`config.mk`:
```
export PLATFORM = sky130hd
export DESIGN_NAME = acq_sig_detect
export DESIGN_NICKNAME = d
export VERILOG_FILES = /design/src/rtl/acq_pkg.sv /design/src/rtl/acq_thr_regs.sv /design/src/rtl/acq_peak_pick.sv /design/src/rtl/acq_win_stats.sv /design/src/rtl/acq_sig_detect.sv
export SDC_FILE = /design/constraint.sdc
export NUM_CORES = 1
export LEC_CHECK = 0
export ABC_AREA = 1
export BUFFER_PORTS_ARGS = -buffer_cell sky130_fd_sc_hd__buf_2
export CORE_UTILIZATION = 60
export CTS_CLUSTER_DIAMETER = 200
export DETAILED_ROUTE_END_ITERATION = 12
export GPL_TIMING_DRIVEN = 0
export HOLD_SLACK_MARGIN = 0.08
export PLACE_DENSITY = 0.86
export REMOVE_ABC_BUFFERS = 1
export SKIP_CTS_REPAIR_TIMING = 1
export SYNTH_ARGS = -nofsm -noshare
export SYNTH_HDL_FRONTEND = slang
export SYNTH_SLANG_ARGS = --single-unit
```
`constraint.sdc`:
```
create_clock -name clk -period 11.55 [get_ports clk]
set_input_delay 2.31 -clock clk [delete_from_list [all_inputs] [get_ports clk]]
set_output_delay 2.31 -clock clk [all_outputs]
set_load 0.02 [all_outputs]
```
`src/rtl/acq_pkg.sv`:
```
package acq_pkg;
  localparam int THR_W  = 16;
  localparam int BYTE_W = 8;

  typedef enum logic [1:0] {
    CFG_AMP_LO = 2'd0,
    CFG_AMP_HI = 2'd1,
    CFG_PH_LO  = 2'd2,
    CFG_PH_HI  = 2'd3
  } cfg_sel_e;
endpackage

```
`src/rtl/acq_thr_regs.sv`:
```
module acq_thr_regs
  import acq_pkg::*;
(
  input  logic              clk,
  input  logic              rst,
  input  logic              cfg_we,
  input  logic [1:0]        cfg_addr,
  input  logic [BYTE_W-1:0] cfg_wdata,
  output logic [THR_W-1:0]  amp_thr,
  output logic [THR_W-1:0]  ph_thr
);
  localparam int NBYTE = THR_W / BYTE_W;

  logic [1:0][THR_W-1:0] thr_q;

  // two thresholds, each split into byte lanes; lane t*NBYTE+b is addressed directly
  for (genvar t = 0; t < 2; t++) begin : g_thr
    for (genvar b = 0; b < NBYTE; b++) begin : g_byte
      always_ff @(posedge clk) begin
        if (rst)
          thr_q[t][b*BYTE_W +: BYTE_W] <= (t == 0) ? '0 : '1;
        else if (cfg_we && (cfg_addr == 2'(t*NBYTE + b)))
          thr_q[t][b*BYTE_W +: BYTE_W] <= cfg_wdata;
      end
    end
  end

  assign amp_thr = thr_q[0];
  assign ph_thr  = thr_q[1];


  amp_hi_write_chk: assert property (@(posedge clk) disable iff (rst)
    (cfg_we && cfg_addr == CFG_AMP_HI) |=> (amp_thr[15:8] == $past(cfg_wdata)));

  ph_lo_write_chk: assert property (@(posedge clk) disable iff (rst)
    (cfg_we && cfg_addr == CFG_PH_LO) |=> (ph_thr[7:0] == $past(cfg_wdata)));
endmodule

```
`src/rtl/acq_peak_pick.sv`:
```
module acq_peak_pick #(
  parameter int MAG_W = 16,
  parameter int PH_W  = 8,
  parameter int SPS   = 22
) (
  input  logic             clk,
  input  logic             rst,
  input  logic             in_vld,
  input  logic [MAG_W-1:0] in_mag,
  input  logic [PH_W-1:0]  in_ph,
  output logic             sym_stb,
  output logic [MAG_W-1:0] on_mag,
  output logic [PH_W-1:0]  on_ph,
  output logic [MAG_W-1:0] early_mag,
  output logic [MAG_W-1:0] late_mag
);
  localparam int CNT_W = $clog2(SPS);

  logic [CNT_W-1:0] idx;
  logic [MAG_W-1:0] last_mag, pk_mag, pk_early, pk_late;
  logic [PH_W-1:0]  pk_ph;
  logic             late_pend;
  logic             first_s, last_s, take;

  assign first_s = (idx == '0);
  assign last_s  = (idx == CNT_W'(SPS - 1));
  assign take    = first_s || (in_mag > pk_mag);

  always_ff @(posedge clk) begin
    if (rst) begin
      idx       <= '0;
      last_mag  <= '0;
      pk_mag    <= '0;
      pk_ph     <= '0;
      pk_early  <= '0;
      pk_late   <= '0;
      late_pend <= 1'b0;
      sym_stb   <= 1'b0;
      on_mag    <= '0;
      on_ph     <= '0;
      early_mag <= '0;
      late_mag  <= '0;
    end else begin
      sym_stb <= 1'b0;
      if (in_vld) begin
        last_mag <= in_mag;
        idx      <= last_s ? '0 : idx + CNT_W'(1);
        if (late_pend) begin
          pk_late   <= in_mag;
          late_pend <= 1'b0;
        end
        if (take) begin
          pk_mag    <= in_mag;
          pk_ph     <= in_ph;
          pk_early  <= last_mag;
          pk_late   <= '0;
          late_pend <= 1'b1;
        end
        if (last_s) begin
          sym_stb   <= 1'b1;
          on_mag    <= take ? in_mag : pk_mag;
          on_ph     <= take ? in_ph : pk_ph;
          early_mag <= take ? last_mag : pk_early;
          late_mag  <= take ? '0 : (late_pend ? in_mag : pk_late);
          late_pend <= 1'b0;
        end
      end
    end
  end


  sym_pulse_chk: assert property (@(posedge clk) disable iff (rst)
    sym_stb |=> !sym_stb);

  peak_ge_late_chk: assert property (@(posedge clk) disable iff (rst)
    sym_stb |-> (on_mag >= late_mag));
endmodule

```
`src/rtl/acq_win_stats.sv`:
```
module acq_win_stats
  import acq_pkg::*;
#(
  parameter int MAG_W     = 16,
  parameter int PH_W      = 8,
  parameter int WIN       = 16,
  parameter int VAR_SHIFT = 7
) (
  input  logic             clk,
  input  logic             rst,
  input  logic             sym_stb,
  input  logic [MAG_W-1:0] on_mag,
  input  logic [PH_W-1:0]  on_ph,
  input  logic [THR_W-1:0] amp_thr,
  input  logic [THR_W-1:0] ph_thr,
  output logic             win_stb,
  output logic [THR_W-1:0] amp_met,
  output logic [THR_W-1:0] var_met,
  output logic             crs
);
  localparam int WLOG  = $clog2(WIN);
  localparam int SA_W  = MAG_W + WLOG;
  localparam int SX_W  = PH_W + WLOG;
  localparam int X2_W  = 2 * PH_W + WLOG;
  localparam int RAW_W = X2_W + WLOG;

  logic [WLOG-1:0]     wcnt;
  logic [PH_W-1:0]     prev_ph;
  logic [SA_W-1:0]     sum_a;
  logic [SX_W-1:0]     sum_x;
  logic [X2_W-1:0]     sum_x2;

  logic [PH_W-1:0]     d_u, d_abs;
  logic [2*PH_W-1:0]   d_sq;
  logic [SA_W-1:0]     sum_a_n;
  logic [SX_W-1:0]     sum_x_n, sx_abs;
  logic [X2_W-1:0]     sum_x2_n;
  logic [2*SX_W-1:0]   sx_sq;
  logic [RAW_W-1:0]    raw, shifted;
  logic [THR_W-1:0]    amp_n, var_n;
  logic                win_end;

  // wrapped phase difference, two's complement
  assign d_u      = on_ph - prev_ph;
  assign d_abs    = d_u[PH_W-1] ? (~d_u + PH_W'(1)) : d_u;
  assign d_sq     = {{PH_W{1'b0}}, d_abs} * {{PH_W{1'b0}}, d_abs};
  assign sum_a_n  = sum_a + SA_W'(on_mag);
  assign sum_x_n  = sum_x + {{WLOG{d_u[PH_W-1]}}, d_u};
  assign sum_x2_n = sum_x2 + X2_W'(d_sq);
  assign sx_abs   = sum_x_n[SX_W-1] ? (~sum_x_n + SX_W'(1)) : sum_x_n;
  assign sx_sq    = {{SX_W{1'b0}}, sx_abs} * {{SX_W{1'b0}}, sx_abs};
  assign raw      = {sum_x2_n, {WLOG{1'b0}}} - RAW_W'(sx_sq);
  assign shifted  = raw >> VAR_SHIFT;
  assign var_n    = (shifted > RAW_W'({THR_W{1'b1}})) ? '1 : THR_W'(shifted);
  assign amp_n    = THR_W'(sum_a_n >> WLOG);
  assign win_end  = (wcnt == WLOG'(WIN - 1));

  always_ff @(posedge clk) begin
    if (rst) begin
      wcnt    <= '0;
      prev_ph <= '0;
      sum_a   <= '0;
      sum_x   <= '0;
      sum_x2  <= '0;
      win_stb <= 1'b0;
      amp_met <= '0;
      var_met <= '0;
      crs     <= 1'b0;
    end else begin
      win_stb <= 1'b0;
      if (sym_stb) begin
        prev_ph <= on_ph;
        wcnt    <= win_end ? '0 : wcnt + WLOG'(1);
        if (win_end) begin
          sum_a   <= '0;
          sum_x   <= '0;
          sum_x2  <= '0;
          win_stb <= 1'b1;
          amp_met <= amp_n;
          var_met <= var_n;
          crs     <= (amp_n >= amp_thr) && (var_n <= ph_thr);
        end else begin
          sum_a  <= sum_a_n;
          sum_x  <= sum_x_n;
          sum_x2 <= sum_x2_n;
        end
      end
    end
  end


  win_after_sym_chk: assert property (@(posedge clk) disable iff (rst)
    win_stb |-> $past(sym_stb));

  crs_hold_chk: assert property (@(posedge clk) disable iff (rst)
    !win_stb |-> $stable(crs));

  crs_decide_chk: assert property (@(posedge clk) disable iff (rst)
    win_stb |-> (crs == ((amp_met >= $past(amp_thr)) && (var_met <= $past(ph_thr)))));
endmodule

```
`src/rtl/acq_sig_detect.sv`:
```
module acq_sig_detect
  import acq_pkg::*;
#(
  parameter int MAG_W     = 16,
  parameter int PH_W      = 8,
  parameter int SPS       = 22,
  parameter int WIN       = 16,
  parameter int VAR_SHIFT = 7
) (
  input  logic              clk,
  input  logic              rst,
  input  logic              smp_valid,
  input  logic [MAG_W-1:0]  smp_mag,
  input  logic [PH_W-1:0]   smp_phase,
  input  logic              cfg_we,
  input  logic [1:0]        cfg_addr,
  input  logic [BYTE_W-1:0] cfg_wdata,
  output logic              sym_valid,
  output logic [MAG_W-1:0]  ontime_mag,
  output logic [PH_W-1:0]   ontime_phase,
  output logic [MAG_W-1:0]  early_mag,
  output logic [MAG_W-1:0]  late_mag,
  output logic              win_valid,
  output logic [THR_W-1:0]  amp_metric,
  output logic [THR_W-1:0]  var_metric,
  output logic              carrier_sense
);
  logic [THR_W-1:0] amp_thr, ph_thr;

  acq_thr_regs u_thr (
    .clk       (clk),
    .rst       (rst),
    .cfg_we    (cfg_we),
    .cfg_addr  (cfg_addr),
    .cfg_wdata (cfg_wdata),
    .amp_thr   (amp_thr),
    .ph_thr    (ph_thr)
  );

  acq_peak_pick #(.MAG_W(MAG_W), .PH_W(PH_W), .SPS(SPS)) u_peak (
    .clk       (clk),
    .rst       (rst),
    .in_vld    (smp_valid),
    .in_mag    (smp_mag),
    .in_ph     (smp_phase),
    .sym_stb   (sym_valid),
    .on_mag    (ontime_mag),
    .on_ph     (ontime_phase),
    .early_mag (early_mag),
    .late_mag  (late_mag)
  );

  acq_win_stats #(.MAG_W(MAG_W), .PH_W(PH_W), .WIN(WIN), .VAR_SHIFT(VAR_SHIFT)) u_stats (
    .clk     (clk),
    .rst     (rst),
    .sym_stb (sym_valid),
    .on_mag  (ontime_mag),
    .on_ph   (ontime_phase),
    .amp_thr (amp_thr),
    .ph_thr  (ph_thr),
    .win_stb (win_valid),
    .amp_met (amp_metric),
    .var_met (var_metric),
    .crs     (carrier_sense)
  );
endmodule

```
==> metrics.md <==
| Metric | Value |
|---|---|
| I/O Buffers | 128 |
| Cell area after synthesis | 19700 µm² |
| Hold-critical path depth | 2 |
| Number of global-route vias before repair | 17900 |
| Area Overhead vs Synth | 10.4% |
| Register area | 5310 µm² |
| Global-route wire length before repair | 80600 µm |
| Final Skew | 0.0382 ns |
| Sequential element share of the synthesized area | 26.9% |
| Die width | 183 µm |
| Routed Wire Length | 48100 µm |
| Io pins | 129 |
| Initial antenna violation count | 0 |
| Slew HR | 16.0% |
| CP most frequent cell | inv_1 |
| Status | finished clean |
| Nets@finish | 3016 |
| Drt pass-1 iters | 6 |
| CTS tree | done |
| Max Fclk | 91.2 MHz |
| Routed len/inst | 15.5 µm |
| DRC violation count after routing | 0 |
| Die Span Y | 183 µm |
| Worst Hold Class | register to register |
| Initial Util | 61.6% |
| Design Power | 2.13 mW |
| DP Worst Slack | -0.0790 ns |
| Number of fill cells | 2500 |
| Avg Vias per Cell | 5.60 |
| Synth Register Bits | 265 |
| Area of the multi-input gates | 12500 µm² |
| Root Buffer Master | clkbuf_16 |
| Post-synth EDFFs | 0 |
| Ant diodes | 0 |
| Static Leakage | 10.7 nW |
| Int Pwr | 1.53 mW |
| Syn Area/Cell | 7.70 µm² |
| Number of DRC markers after the initial detailed-route iteration | 1210 |
| DP HPWL | 35400 µm |
| Commonest non-fill, non-tap cell in the layout | inv_1 |
| Slew Viols, Final | 0 |
| Core Footprint | 32000 µm² |
| Aggregate global routing overflow | 0 |
| Largest net degree at the start of global routing | 127 |
| Switching part of the total | 28.0% |
| R2R cell count | 51 |
| Syn Inst Count | 2558 |
| Placed Area | 20600 µm² |
| Worst-path clk slew | 0.06 ns |
| Share of cells above drive strength 1 | 10.6% |
| Max-Cap Viols | 0 |
| Critical path endpoint category | register |
| Cell area power density | 98.0 nW/µm² |
| Largest fanout on the critical path | 10 |
| Max stage delay cell, worst path | fa_1 |
| CTS H-tree depth | 1 |
| # setup viols final | 0 |
| Setup CP Type | register to register |
| Setup WS post-layout | 0.584 ns |
| Crit-path max cell delay | 0.63 ns |
| Clock sinks | 265 |
| Post-layout util | 68.0% |
| ANT nets after route | 0 |
| CP Launch Type | register |
| Final worst-path cycle share | 94.9% |
| Main synth FF type | dfxtp_1 |
| Worst endpoint required time | 11.98 ns |
| Num CTS Buffers | 28 |
| Slew of the pin with the lowest slew margin | 1.26 ns |
| Netlist cell types | 54 |
| Commonest non-fill, non-tap cells in the layout | 457 x inv_1, 436 x nand2_1, 265 x dfxtp_1, 198 x a21oi_1 |
| Net Switching | 0.597 mW |
| Clock share of power | 39.3% |
| Placer congestion estimate | 0.927 |
| Global Route Usage Sum | 28.9% |
| Fin. Hold Viols | 0 |
| Peak supply drop | 0.130 mV |
| Final instance area | 21700 µm² |
| Row cnt | 65 |
| Worst skew pair latency | 0.57 ns |
| Power share of the combinational group | 15.9% |
| Die ar. | 33600 µm² |
| Fraction of registers with async set/reset | 0% |
| Min Tclk post-route | 10.97 ns |
| Register share of total power | 44.8% |
| Via Count | 17400 |
| Critical Path AT | 11.39 ns |
| Clk buf depth | 3 |
| Yosys warns | 0 |
[layer usage]
layer	GRT usage, %	wire length [µm]
met1	32.9	19200
met2	53.0	24400
met3	5.36	2980
met4	11.3	1530
met5	0	0
[kinds of logic (layout without fill, tap and decap cells)]
kind of cell    count (synthesis)  in the layout  synth area share (%)
flops                         265            265                  26.9
buf+inv                       563            657                  10.8
xor+xnor                       69             70                  3.14
other cells                     2             14                0.0381
simple gates                  800            800                  17.4
fa+ha+maj                     328            328                  26.2
compound gates                531            531                  15.4
[power by group through the flow]
stage                     Clock (mW)  Sequential [mW]  Combinational, mW
after floorplan                    0            0.970              0.232
after global placement             0            0.973              0.312
after detailed placement           0            0.975              0.325
after CTS                      0.843            0.955              0.328
after global routing           0.884            0.957              0.384
final                          0.838            0.955              0.339
[cells in the mapped netlist, drive strengths merged (2+ instances only)]
library cell | n | area share (%)
a211oi | 5 | 0.19
a21boi | 4 | 0.17
a21o | 6 | 0.23
a21oi | 200 | 5.1
a221oi | 5 | 0.22
a22o | 12 | 0.53
a22oi | 2 | 0.076
a31o | 2 | 0.089
a31oi | 7 | 0.22
and2 | 2 | 0.064
buf | 10 | 0.25
clkbuf | 85 | 1.6
clkinv | 4 | 0.076
conb | 2 | 0.038
dfxtp | 265 | 27
fa | 142 | 14
ha | 186 | 12
inv | 464 | 8.8
nand2 | 460 | 9.1
nand3 | 115 | 3.1
nand3b | 7 | 0.27
nand4 | 13 | 0.41
nor2 | 148 | 2.9
nor3 | 17 | 0.43
nor3b | 2 | 0.076
nor4 | 4 | 0.13
o211ai | 63 | 2.4
o21a | 9 | 0.34
o21ai | 191 | 4.9
o21bai | 6 | 0.23
o221ai | 4 | 0.18
o22ai | 10 | 0.32
o31ai | 3 | 0.11
or2 | 31 | 0.98
xnor2 | 27 | 1.3
xor2 | 42 | 1.9
[worst max-delay path, delay by kind of cell, from the launching register on]
family,cells,cell delay [ns]
buffers and inverters,12,0.89
AND/OR/NAND/NOR,13,1.46
XOR/XNOR,3,0.92
adder cells (fa/ha/maj),13,5.49
AO/OA/AOI/OAI,10,1.73
flip-flops,1,0.31
[per-stage QoR]
stage               hold slack [ns]  setup TNS, ns  cells
floorplan                     0.438              0   2475
detailed placement            0.435        -0.0790   3041
global route                  0.476        -0.0262   3100
global placement              0.436              0   3038
finish                        0.447              0   3100
CTS                           0.451         -0.155   3086
[path summary, 6_finish.rpt]
check,slack (ns),to,start
max,0.58,u_stats.crs,u_peak.on_ph[0]
min,0.45,u_stats.var_met[0],u_stats.var_met[0]
max reg2reg,0.58,u_stats.crs,u_peak.on_ph[0]
min reg2reg,0.45,u_stats.var_met[0],u_stats.var_met[0]
[sequential cells by signal (all words and copies together), names as in the netlist, 4 cells and up]
name / flops
u_peak.pk_early: 16
u_peak.pk_ph: 8
u_stats.wcnt: 4
u_peak.pk_mag: 16
u_peak.late_mag: 16
u_peak.pk_late: 16
u_stats.prev_ph: 8
u_peak.idx: 5
u_peak.on_mag: 16
u_stats.sum_x2: 20
u_peak.last_mag: 16
u_stats.sum_x: 12
u_thr.ph_thr: 16
u_thr.amp_thr: 16
u_peak.early_mag: 16
u_stats.var_met: 16
u_stats.amp_met: 16
u_stats.sum_a: 20
u_peak.on_ph: 8
[layout make-up]
type | count | area share, %
clock buffer | 38 | 3.44
clock inverter | 7 | 0.357
inverter | 468 | 8.12
multi-input combinational | 1743 | 57.5
sequential | 265 | 24.4
tap | 435 | 2.50
timing repair buffer | 144 | 3.74
Note: power is estimated with default switching activity, not from simulation.
